[config.mk]
export PLATFORM = sky130hd
export DESIGN_NAME = banded_scanout
export DESIGN_NICKNAME = d
export VERILOG_FILES = /design/src/rtl/fb_scan_pkg.sv /design/src/rtl/fb_raster_timing.sv /design/src/rtl/fb_word_fifo.sv /design/src/rtl/fb_word_fetch.sv /design/src/rtl/banded_scanout.sv
export SDC_FILE = /design/constraint.sdc
export NUM_CORES = 2
export LEC_CHECK = 0
export BUFFER_PORTS_ARGS = -buffer_cell sky130_fd_sc_hd__buf_4
export CAP_MARGIN = 20
export CORE_MARGIN = 2
export CORE_UTILIZATION = 55
export CTS_BUF_LIST = sky130_fd_sc_hd__clkbuf_2
export DETAILED_ROUTE_END_ITERATION = 10
export PLACE_DENSITY_LB_ADDON = 0.25
export SYNTH_ARGS = -nofsm -noshare
export SYNTH_HDL_FRONTEND = slang
export SYNTH_SLANG_ARGS = --single-unit
export TNS_END_PERCENT = 1
[constraint.sdc]
create_clock -name clk -period 27.2 [get_ports clk]
set_input_delay 8.16 -clock clk [delete_from_list [all_inputs] [get_ports clk]]
set_output_delay 8.16 -clock clk [all_outputs]
set_load 0.03 [all_outputs]
[src/rtl/fb_scan_pkg.sv]
`timescale 1ns/1ps
package fb_scan_pkg;
    localparam int PIX_BITS = 32;
    localparam int RGB_BITS = 24;

    function automatic int ceil_div(input int num, input int den);
        return (num + den - 1) / den;
    endfunction
endpackage

[src/rtl/fb_raster_timing.sv]
`timescale 1ns/1ps
module fb_raster_timing #(
    parameter int H_ACT  = 1600,
    parameter int H_FP   = 64,
    parameter int H_SYNC = 192,
    parameter int H_BP   = 304,
    parameter int V_ACT  = 1200,
    parameter int V_FP   = 1,
    parameter int V_SYNC = 3,
    parameter int V_BP   = 46,
    parameter int LANES  = 4
) (
    input  logic                     clk,
    input  logic                     rst,
    output logic                     act,
    output logic                     hs,
    output logic                     vs,
    output logic                     vb_start,
    output logic [$clog2(LANES)-1:0] lane
);
    localparam int H_TOT = H_ACT + H_FP + H_SYNC + H_BP;
    localparam int V_TOT = V_ACT + V_FP + V_SYNC + V_BP;
    localparam int HW    = $clog2(H_TOT);
    localparam int VW    = $clog2(V_TOT);
    localparam int LB    = $clog2(LANES);

    typedef struct packed {
        logic [HW-1:0] h;
        logic [VW-1:0] v;
    } pos_t;

    pos_t pos_d, pos_q;

    always_comb begin
        pos_d = pos_q;
        if (pos_q.h == HW'(H_TOT - 1)) begin
            pos_d.h = '0;
            pos_d.v = (pos_q.v == VW'(V_TOT - 1)) ? '0 : pos_q.v + VW'(1);
        end else begin
            pos_d.h = pos_q.h + HW'(1);
        end
    end

    always_ff @(posedge clk) begin
        if (rst) begin
            pos_q.h <= '0;
            pos_q.v <= VW'(V_ACT);
        end else begin
            pos_q <= pos_d;
        end
    end

    assign act      = (pos_q.h < HW'(H_ACT)) && (pos_q.v < VW'(V_ACT));
    assign hs       = (pos_q.h >= HW'(H_ACT + H_FP)) && (pos_q.h < HW'(H_ACT + H_FP + H_SYNC));
    assign vs       = (pos_q.v >= VW'(V_ACT + V_FP)) && (pos_q.v < VW'(V_ACT + V_FP + V_SYNC));
    assign vb_start = (pos_q.h == '0) && (pos_q.v == VW'(V_ACT));
    assign lane     = pos_q.h[LB-1:0];
endmodule

[src/rtl/fb_word_fifo.sv]
`timescale 1ns/1ps
module fb_word_fifo #(
    parameter int WORD_W = 128,
    parameter int DEPTH  = 16
) (
    input  logic                         clk,
    input  logic                         rst,
    input  logic                         flush,
    input  logic                         push,
    input  logic [WORD_W-1:0]            wdata,
    input  logic                         pop,
    output logic [WORD_W-1:0]            head,
    output logic                         empty,
    output logic                         full,
    output logic [$clog2(DEPTH+1)-1:0]   count
);
    localparam int AW = $clog2(DEPTH);
    localparam int CW = $clog2(DEPTH + 1);

    typedef struct packed {
        logic [AW-1:0] wp;
        logic [AW-1:0] rp;
        logic [CW-1:0] cnt;
    } ptr_t;

    ptr_t ptr_d, ptr_q;
    logic [WORD_W-1:0] mem_q [DEPTH];
    logic do_push, do_pop;

    assign empty = (ptr_q.cnt == '0);
    assign full  = (ptr_q.cnt == CW'(DEPTH));
    assign count = ptr_q.cnt;
    assign head  = mem_q[ptr_q.rp];

    always_comb begin
        do_push = push && !full && !flush;
        do_pop  = pop && !empty && !flush;
        ptr_d   = ptr_q;
        if (flush) begin
            ptr_d = '0;
        end else begin
            if (do_push) ptr_d.wp = ptr_q.wp + AW'(1);
            if (do_pop)  ptr_d.rp = ptr_q.rp + AW'(1);
            ptr_d.cnt = ptr_q.cnt + CW'(do_push) - CW'(do_pop);
        end
    end

    always_ff @(posedge clk) begin
        if (rst) ptr_q <= '0;
        else     ptr_q <= ptr_d;
    end

    always_ff @(posedge clk) begin
        if (do_push) mem_q[ptr_q.wp] <= wdata;
    end
endmodule

[src/rtl/fb_word_fetch.sv]
`timescale 1ns/1ps
module fb_word_fetch #(
    parameter int H_ACT       = 1600,
    parameter int V_ACT       = 1200,
    parameter int LANES       = 4,
    parameter int BAND_W      = 136,
    parameter int PAGE_STRIDE = 65536,
    parameter int BUF_STRIDE  = 1048576,
    parameter int ADDR_W      = 21,
    parameter int DEPTH       = 16
) (
    input  logic                         clk,
    input  logic                         rst,
    input  logic                         restart,
    input  logic                         buf_sel,
    input  logic [$clog2(DEPTH+1)-1:0]   fifo_count,
    output logic                         mem_req,
    output logic [ADDR_W-1:0]            mem_addr,
    input  logic                         mem_gnt,
    input  logic                         mem_rvalid,
    output logic                         push,
    output logic                         disp_buf,
    output logic                         pend_nz
);
    localparam int WPB     = BAND_W / LANES;
    localparam int WPR     = H_ACT / LANES;
    localparam int N_BANDS = fb_scan_pkg::ceil_div(H_ACT, BAND_W);
    localparam int BNW     = $clog2(N_BANDS + 1);
    localparam int WIBW    = $clog2(WPB + 1);
    localparam int WCW     = $clog2(WPR + 1);
    localparam int RW      = $clog2(V_ACT + 1);
    localparam int CNT_W   = $clog2(DEPTH + 1);

    typedef struct packed {
        logic [BNW-1:0]   band;
        logic [WIBW-1:0]  wib;
        logic [WCW-1:0]   wcol;
        logic [RW-1:0]    row;
        logic             done;
        logic             bsel;
        logic [CNT_W-1:0] outst;
        logic [CNT_W-1:0] stale;
    } fetch_t;

    fetch_t fs_d, fs_q;
    logic credit, accept;

    assign credit   = ((CNT_W+1)'(fifo_count) + (CNT_W+1)'(fs_q.outst)) < (CNT_W+1)'(DEPTH);
    assign mem_req  = !fs_q.done && !restart && credit;
    assign accept   = mem_req && mem_gnt;
    assign mem_addr = ADDR_W'(BUF_STRIDE) * ADDR_W'(fs_q.bsel)
                    + ADDR_W'(PAGE_STRIDE) * ADDR_W'(fs_q.band)
                    + ADDR_W'(WPB) * ADDR_W'(fs_q.row)
                    + ADDR_W'(fs_q.wib);
    assign push     = mem_rvalid && (fs_q.stale == '0) && !restart;
    assign disp_buf = fs_q.bsel;
    assign pend_nz  = (fs_q.outst != '0) || (fs_q.stale != '0);

    always_comb begin
        fs_d = fs_q;
        if (restart) begin
            fs_d.band  = '0;
            fs_d.wib   = '0;
            fs_d.wcol  = '0;
            fs_d.row   = '0;
            fs_d.done  = 1'b0;
            fs_d.bsel  = buf_sel;
            fs_d.stale = fs_q.stale + fs_q.outst - CNT_W'(mem_rvalid);
            fs_d.outst = '0;
        end else begin
            if (mem_rvalid && (fs_q.stale != '0)) fs_d.stale = fs_q.stale - CNT_W'(1);
            fs_d.outst = fs_q.outst + CNT_W'(accept) - CNT_W'(push);
            if (accept) begin
                if (fs_q.wcol == WCW'(WPR - 1)) begin
                    fs_d.wcol = '0;
                    fs_d.wib  = '0;
                    fs_d.band = '0;
                    if (fs_q.row == RW'(V_ACT - 1)) fs_d.done = 1'b1;
                    else                            fs_d.row  = fs_q.row + RW'(1);
                end else begin
                    fs_d.wcol = fs_q.wcol + WCW'(1);
                    if (fs_q.wib == WIBW'(WPB - 1)) begin
                        fs_d.wib  = '0;
                        fs_d.band = fs_q.band + BNW'(1);
                    end else begin
                        fs_d.wib  = fs_q.wib + WIBW'(1);
                    end
                end
            end
        end
    end

    always_ff @(posedge clk) begin
        if (rst) begin
            fs_q      <= '0;
            fs_q.done <= 1'b1;
        end else begin
            fs_q <= fs_d;
        end
    end
endmodule

[src/rtl/banded_scanout.sv]
`timescale 1ns/1ps
module banded_scanout #(
    parameter int H_ACT       = 1600,
    parameter int H_FP        = 64,
    parameter int H_SYNC      = 192,
    parameter int H_BP        = 304,
    parameter int V_ACT       = 1200,
    parameter int V_FP        = 1,
    parameter int V_SYNC      = 3,
    parameter int V_BP        = 46,
    parameter int WORD_W      = 128,
    parameter int BAND_W      = 136,
    parameter int PAGE_STRIDE = 65536,
    parameter int BUF_STRIDE  = 1048576,
    parameter int ADDR_W      = 21,
    parameter int FIFO_DEPTH  = 16,
    parameter logic [23:0] ERR_RGB = 24'hFF00FF
) (
    input  logic              clk,
    input  logic              rst,
    input  logic              buf_sel,
    input  logic              clr_underrun,
    output logic              mem_req,
    output logic [ADDR_W-1:0] mem_addr,
    input  logic              mem_gnt,
    input  logic              mem_rvalid,
    input  logic [WORD_W-1:0] mem_rdata,
    output logic [23:0]       pix_rgb,
    output logic              pix_de,
    output logic              pix_hs,
    output logic              pix_vs,
    output logic              underrun
);
    import fb_scan_pkg::*;

    localparam int LANES = WORD_W / PIX_BITS;
    localparam int LB    = $clog2(LANES);
    localparam int CNT_W = $clog2(FIFO_DEPTH + 1);

    logic             act, hs_raw, vs_raw, vb_start;
    logic [LB-1:0]    lane;
    logic             fifo_push, fifo_pop, fifo_empty, fifo_full;
    logic [WORD_W-1:0] fifo_head;
    logic [CNT_W-1:0] fifo_count;
    logic             disp_buf, pend_nz;

    fb_raster_timing #(
        .H_ACT(H_ACT), .H_FP(H_FP), .H_SYNC(H_SYNC), .H_BP(H_BP),
        .V_ACT(V_ACT), .V_FP(V_FP), .V_SYNC(V_SYNC), .V_BP(V_BP),
        .LANES(LANES)
    ) u_timing (
        .clk(clk), .rst(rst), .act(act), .hs(hs_raw), .vs(vs_raw),
        .vb_start(vb_start), .lane(lane)
    );

    fb_word_fetch #(
        .H_ACT(H_ACT), .V_ACT(V_ACT), .LANES(LANES), .BAND_W(BAND_W),
        .PAGE_STRIDE(PAGE_STRIDE), .BUF_STRIDE(BUF_STRIDE),
        .ADDR_W(ADDR_W), .DEPTH(FIFO_DEPTH)
    ) u_fetch (
        .clk(clk), .rst(rst), .restart(vb_start), .buf_sel(buf_sel),
        .fifo_count(fifo_count), .mem_req(mem_req), .mem_addr(mem_addr),
        .mem_gnt(mem_gnt), .mem_rvalid(mem_rvalid), .push(fifo_push),
        .disp_buf(disp_buf), .pend_nz(pend_nz)
    );

    fb_word_fifo #(
        .WORD_W(WORD_W), .DEPTH(FIFO_DEPTH)
    ) u_fifo (
        .clk(clk), .rst(rst), .flush(vb_start), .push(fifo_push),
        .wdata(mem_rdata), .pop(fifo_pop), .head(fifo_head),
        .empty(fifo_empty), .full(fifo_full), .count(fifo_count)
    );

    typedef struct packed {
        logic [WORD_W-1:0]   word;
        logic                ok;
        logic                de;
        logic                hs;
        logic                vs;
        logic [RGB_BITS-1:0] rgb;
        logic                flag;
    } out_t;

    out_t out_d, out_q;

    always_comb begin
        out_d     = out_q;
        fifo_pop  = 1'b0;
        out_d.de  = act;
        out_d.hs  = hs_raw;
        out_d.vs  = vs_raw;
        out_d.rgb = '0;
        if (act) begin
            if (lane == '0) begin
                if (!fifo_empty) begin
                    fifo_pop   = 1'b1;
                    out_d.word = fifo_head;
                    out_d.ok   = 1'b1;
                    out_d.rgb  = fifo_head[RGB_BITS-1:0];
                end else begin
                    out_d.ok   = 1'b0;
                    out_d.rgb  = ERR_RGB;
                    out_d.flag = 1'b1;
                end
            end else if (out_q.ok) begin
                out_d.rgb = out_q.word[int'(lane)*PIX_BITS +: RGB_BITS];
            end else begin
                out_d.rgb = ERR_RGB;
            end
        end
        if (clr_underrun) out_d.flag = 1'b0;
    end

    always_ff @(posedge clk) begin
        if (rst) out_q <= '0;
        else     out_q <= out_d;
    end

    assign pix_rgb  = out_q.rgb;
    assign pix_de   = out_q.de;
    assign pix_hs   = out_q.hs;
    assign pix_vs   = out_q.vs;
    assign underrun = out_q.flag;
endmodule

* Word-level counts from Yosys, hierarchy flattened *
Memories as Yosys holds them, arrays and structs flattened. A register that Yosys moved wholly into a read port is not among the register bits.
Cells that the tools add are included.

operators by class
  reductions and logical operators = 38
  order comparisons = 7
  mux-type cells = 20
  multipliers = 1
  eq/ne operators = 7
  bitwise logic cells = 3
  add/subtract/negate cells = 19
  shifts and indexed selects = 1

operators by type and width
  cell                                                           number
  indexed part select 128 x 8 -> 24 bit                          1
  two-way mux 24 bit                                             3
  == test 11 bit (second input constant)                         3
  less-than comparator 12 x 11 -> 1 bit (second input constant)  2
  adder 11 x 1 -> 11 bit (second input constant)                 2
  less-than comparator 11 bit (second input constant)            2
  adder 21 x 17 -> 21 bit                                        1
  adder 21 x 20 -> 21 bit                                        1
  adder 21 x 6 -> 21 bit                                         1
  two-way mux 19 bit                                             1
  multiplier 5 x 11 -> 16 bit (first input constant)             1
  subtractor 5 x 1 -> 5 bit                                      3
  logical AND 1 bit                                              14
  adder 12 x 1 -> 12 bit (second input constant)                 1
  adder 4 x 1 -> 4 bit (second input constant)                   3
  == test 12 bit (second input constant)                         1
  >= comparator 12 x 11 -> 1 bit (second input constant)         1
  logical NOT 12 bit                                             1
  two-way mux 4 bit                                              3
  AND reduction 3 bit                                            4
  >= comparator 11 bit (second input constant)                   1
  two-way mux 11 bit                                             1
  adder 5 x 1 -> 5 bit                                           2
  logical NOT 5 bit                                              2
  19 further kinds                                               41

word-level totals
  bits in writable memories = 2048
  output and inout bits = 50
  memories kept = 1
  logic and storage cells = 117
  bits in registers = 235

memory list
  memory        depth  bits a word  rd ports  clocked after memory_dff  wr ports  line                source
  u_fifo.mem_q  16     128          1         1                         1         fb_word_fifo.sv:27  logic [WORD_W-1:0] mem_q [DEPTH];

* Depth between registers and ports, before layout *
  depth in word-level cells = 8
  gate-level depth with buffers = 19
  depth with buffers taken out = 15

* By module *
A second synthesis with hierarchy kept.

unflattened totals
  cells, all modules = 4265
  area total of the unflattened synthesis = 87184.9 um^2

by module, submodules not included
  module            cells each  seq. area each (um^2)  area an instance (um^2)  instances
  fb_word_fifo      3190        61839.3                78250.0                  1
  banded_scanout    495         2021.9                 4113.9                   1
  fb_word_fetch     433         840.8                  3545.9                   1
  fb_raster_timing  147         460.4                  1275.0                   1

* Worst setup path before layout *
OpenSTA, ideal clock, no wires.

  kind = input port to flip-flop
  start point = input port mem_rvalid
  end point = memory u_fifo.mem_q[3][0], enable pin
  slack = 11.055 ns
  stages = 4
  setup time = 0.668 ns
  arrival time = 15.477 ns
  required time = 26.532 ns
  cells stage by stage = nand2_1 a311oi_2 nand2_1 nor3_1

between the ends
  longest elaborated chain between the ends = 6

ends and longest elaborated chain
  item                                     line                  source
  from (decl)                              banded_scanout.sv:26  input logic mem_rvalid,
  logical AND 1 bit (2 in series)          fb_word_fetch.sv:55   assign push = mem_rvalid && (fs_q.stale == '0) && !restart;
  logical AND 1 bit (2 in series)          fb_word_fifo.sv:36    do_push = push && !full && !flush;
  via u_fifo.do_push                       fb_word_fifo.sv:28    logic do_push, do_pop;
  two-way mux 1 bit                        fb_word_fifo.sv:54    if (do_push) mem_q[ptr_q.wp] <= wdata;
  two-way mux 1 bit (implied by the code)  fb_word_fifo.sv:54
  to (decl)                                fb_word_fifo.sv:27

The timed path passes the listed nets, and every way through them passes these cells.

* Final worst setup path *
  start point = register u_fetch.fs_q[17] (netlist name)
  end point = output port mem_addr[15]

between the ends
  longest elaborated chain between the ends = 3

ends and longest elaborated chain
  item                         line                  source
  from (decl)                  fb_word_fetch.sv:45   fetch_t fs_d, fs_q;
  from (signal assigned)       fb_word_fetch.sv:98   fs_q <= fs_d;
  multiplier 5 x 11 -> 16 bit  fb_word_fetch.sv:53   + ADDR_W'(WPB) * ADDR_W'(fs_q.row)
  adder 21 x 17 -> 21 bit      fb_word_fetch.sv:53
  adder 21 x 6 -> 21 bit       fb_word_fetch.sv:54   + ADDR_W'(fs_q.wib);
  to (decl)                    banded_scanout.sv:24  output logic [ADDR_W-1:0] mem_addr,

Every way passes these cells.

==> results.md <==
- Netlist cell types: 68
- Worst hold endpoint: out_q[142]$_SDFFE_PP0P_
- Mapped Area: 67900 µm²
- Largest net degree at the start of global routing: 166
- CTS tree: yes
- Drt first pass iters: 6
- CP Launch Type: flip-flop
- Die height: 355 µm
- Slew HR: 23.3%
- Root Driver: clkbuf_2
- Hold Path Class: reg -> reg
- YS warnings: 0
- Maximum vdd drop: 0.0000425 V
- I/O Pins: 184
- R2R Path Start: u_timing.lane[0]$_SDFF_PP0_
- Max-Cap Viols: 0
- FF-to-FF setup slack: 21.24 ns
- Crit-path cells: ha_1 > ha_1 > inv_1 > fa_1 > nand2b_1 > nor4_1 > o211ai_1 > nor4_1 > nor2b_1 > xnor2_1 > buf_4
- Slowest stage cell, crit path: nor4_1
- Final Cycle Share: 49.7%
- Non-Filler Instances: 5745
- Pwr Density: 64.3 nW/µm²
- Yosys reg bits: 1743
- R2R depth: 11
- Cts hold-fix bufs: 0
- Post-DR wirelength/cell: 27.4 µm
- Total CTS buffers: 426
- Slew @ Worst Pin: 1.15 ns
- CP delay by family, top: simple AND/OR/NAND/NOR gates
- Clk slew on worst S/H paths: 0.11 ns
- Post CTS Setup Buffer Count: 0
- Layout Nets: 3991
- Worst Path Required: 19.04 ns
- DR vias: 35100
- Synth top area share: 67.9%
- Starting Density: 55.6%
- Async SR Flop Fraction: 0%
- Seq/Total Area, Yosys: 74.0%
- Worst Path Max Fanout: 7
- Min Tclk post-route: 13.51 ns
- Area Overhead vs Synth: 9.76%
- Max Root-Sink Buffers: 4
- Post-synth EDFFs: 1536
- Vias/cell: 6.10
- Syn Area/Cell: 20.2 µm²
- Grt total ovfl: 0
- RSZ-0062 raised after global routing: no
- Row Count: 128
- Vias in the first global route: 36300
- H-tree depth: 5
- WL final: 158000 µm
- DP HPWL: 83700 µm
- DRC Markers: 0
- Die area: 126000 µm²
- Static Leak: 23.8 nW
- Die Width: 355 µm
- Final Hold Fails: 0
- Bufs and invs on worst path: 2
- RePlAce Congestion: 0.847
- Hold Path Depth: 2
- Hold_sp: out_q[142]$_SDFFE_PP0P_
- Total Power: 0.00479 W
- Num Clock Sinks: 1743
- CP Capture Type: primary output
- Clk_skew: 0.160 ns
- Ys flop type: edfxtp_1
- First-pass GRT wire length: 232000 µm
- Gates resized, CTS repair: 0
- Core region area: 122000 µm²
- WP depth: 11
- FMAX: 74.0 MHz
- Setup Viol. Count Final: 0
- Final ANT Viol Nets: 0
- Top cells by area, synth: edfxtp_1, mux4_2, dfxtp_1
- Area leader, netlist: edfxtp_1
- Antenna violations before repair: 8
- DRT iter0 DRCs: 3704
- Synthesized Nets: 3556
- Final Slew Violations: 0
- Total Routing Usage GR: 25.3%
- Critical path class: reg -> out
- Largest stage delay on the critical path: 0.56 ns
- Setup TNS Final: 0 ns
- Most common cell after layout, fill and taps aside: edfxtp_1
- Skew-Pair Late Insertion Delay: 1.79 ns
- PortBufs: 151
- Post-Synthesis Cells: 3358
- Placed Cells incl. Taps: 4988
- Worst EP arrival: 5.35 ns
- Status: finished, final reports clean
- Share of layout cells above drive strength 1: 34.6%
- Commonest cells after routing, fill and taps aside: edfxtp_1, clkbuf_2, mux4_2
- Utilization of the core after routing: 61.0%
- R2R Path End: u_fifo.mem_q[15][82]$_DFFE_PP_
==> registers in the layout, indices dropped and copies added (netlist names), named ones only <==
signal,cells
u_fifo.count,5
u_timing.pos_q,21
pix_vs,1
pix_hs,1
pix_de,1
out_q,97
underrun,1
u_fifo.mem_q,1536
pix_rgb,24
u_fetch.fs_q,41
u_timing.lane,2
u_fetch.disp_buf,1
u_fifo.ptr_q,8
==> worst reg2reg max path, cell delays in order, from the launching register on <==
cell and delay, ns:
dfxtp_2 0.33, buf_4 0.47, inv_1 0.11, ha_1 0.34, or4b_1 0.26, nor4_4 0.06
buf_4 0.21, a311oi_2 0.66, nand2_1 0.44, nor2_4 0.92, buf_4 0.74, buf_4 0.89
==> worst max path at each step <==
stage	from	slack, ns	end
after CTS	u_fetch.fs_q[17]$_SDFFE_PP0P_	13.51	mem_addr[19]
after global placement	mem_rvalid	14.89	u_fifo.mem_q[15][112]$_DFFE_PP_
after detailed placement	mem_rvalid	14.77	u_fifo.mem_q[15][85]$_DFFE_PP_
after floorplan	mem_rvalid	11.05	u_fifo.mem_q[3][0]$_DFFE_PP_
after global routing	u_fetch.fs_q[17]$_SDFFE_PP0P_	13.33	mem_addr[17]
final	u_fetch.fs_q[17]$_SDFFE_PP0P_	13.69	mem_addr[15]
==> synth_stat cells (2+ instances only) <==
| cell | number |
|---|---|
| or4_1 | 2 |
| nor4_1 | 9 |
| xnor2_1 | 40 |
| fa_1 | 5 |
| a31oi_1 | 5 |
| or4b_2 | 2 |
| nor4b_1 | 5 |
| nand2_1 | 250 |
| nor2b_1 | 7 |
| o311ai_0 | 2 |
| nor2_2 | 2 |
| a22oi_1 | 9 |
| mux2i_1 | 7 |
| or2_2 | 8 |
| nand3b_1 | 3 |
| dfxtp_1 | 207 |
| and2_1 | 5 |
| a21oi_1 | 126 |
| xor2_1 | 35 |
| edfxtp_1 | 1536 |
| o21bai_1 | 4 |
| buf_4 | 28 |
| a211oi_1 | 7 |
| o221a_2 | 16 |
| buf_6 | 2 |
| a21o_1 | 10 |
| inv_1 | 54 |
| nor3_1 | 17 |
| and3_1 | 8 |
| ha_1 | 59 |
| nand3_1 | 19 |
| or3_1 | 7 |
| o21ai_0 | 16 |
| buf_1 | 37 |
| nand4_1 | 18 |
| mux4_2 | 504 |
| nor2_1 | 108 |
| o31ai_1 | 2 |
| nor3b_1 | 4 |
| o2111ai_1 | 2 |
| clkbuf_1 | 105 |
| o211ai_1 | 5 |
| nor4_4 | 2 |
| buf_2 | 25 |
| nand2b_1 | 11 |
==> metrics by stage <==
| step | cell area, µm² | setup WS (ns) | hold WS, ns |
|---|---|---|---|
| after floorplan | 67900 | 11.05 | 0.432 |
| after global placement | 70800 | 14.89 | 0.440 |
| after detailed placement | 70800 | 14.77 | 0.443 |
| after CTS | 74500 | 13.51 | 0.456 |
| after global routing | 74500 | 13.33 | 0.475 |
| final | 74500 | 13.69 | 0.457 |
==> logic make-up after synthesis <==
family / count (synthesis) / synth area share, %
flops: 1743 / 74.0
mux: 512 / 16.8
simple gates: 496 / 3.36
buf+inv: 254 / 1.63
compound gates: 214 / 1.96
xor+xnor: 75 / 0.967
fa+ha+maj: 64 / 1.23
==> final cells by class <==
cell class | count | area [µm²]
inverter | 56 | 213
multi-input combinational | 1361 | 16700
clock buffer | 619 | 3100
fill | 8652 | 47700
antenna | 2 | 5.00
timing repair buffer | 205 | 1640
clock inverter | 134 | 612
sequential | 1743 | 50300
tap | 1625 | 2030
==> power by group <==
group | leakage [nW] | total (W) | switching (W) | internal, W
Combinational | 5.44 | 0.000214 | 0.000132 | 0.0000818
Clock | 2.88 | 0.00164 | 0.00100 | 0.000637
Sequential | 15.5 | 0.00294 | 0.0000107 | 0.00293
Total | 23.8 | 0.00479 | 0.00114 | 0.00365
==> layer usage <==
| metal | vias to the layer above | wire length [µm] | global-route usage [%] |
|---|---|---|---|
| li1 | 14800 | - | - |
| met1 | 18400 | 62300 | 34.2 |
| met2 | 1649 | 80100 | 42.0 |
| met3 | 239 | 12200 | 5.34 |
| met4 | 8 | 3050 | 7.62 |
| met5 | - | 51 | 0 |
Note: power is estimated with default switching activity, not from simulation.
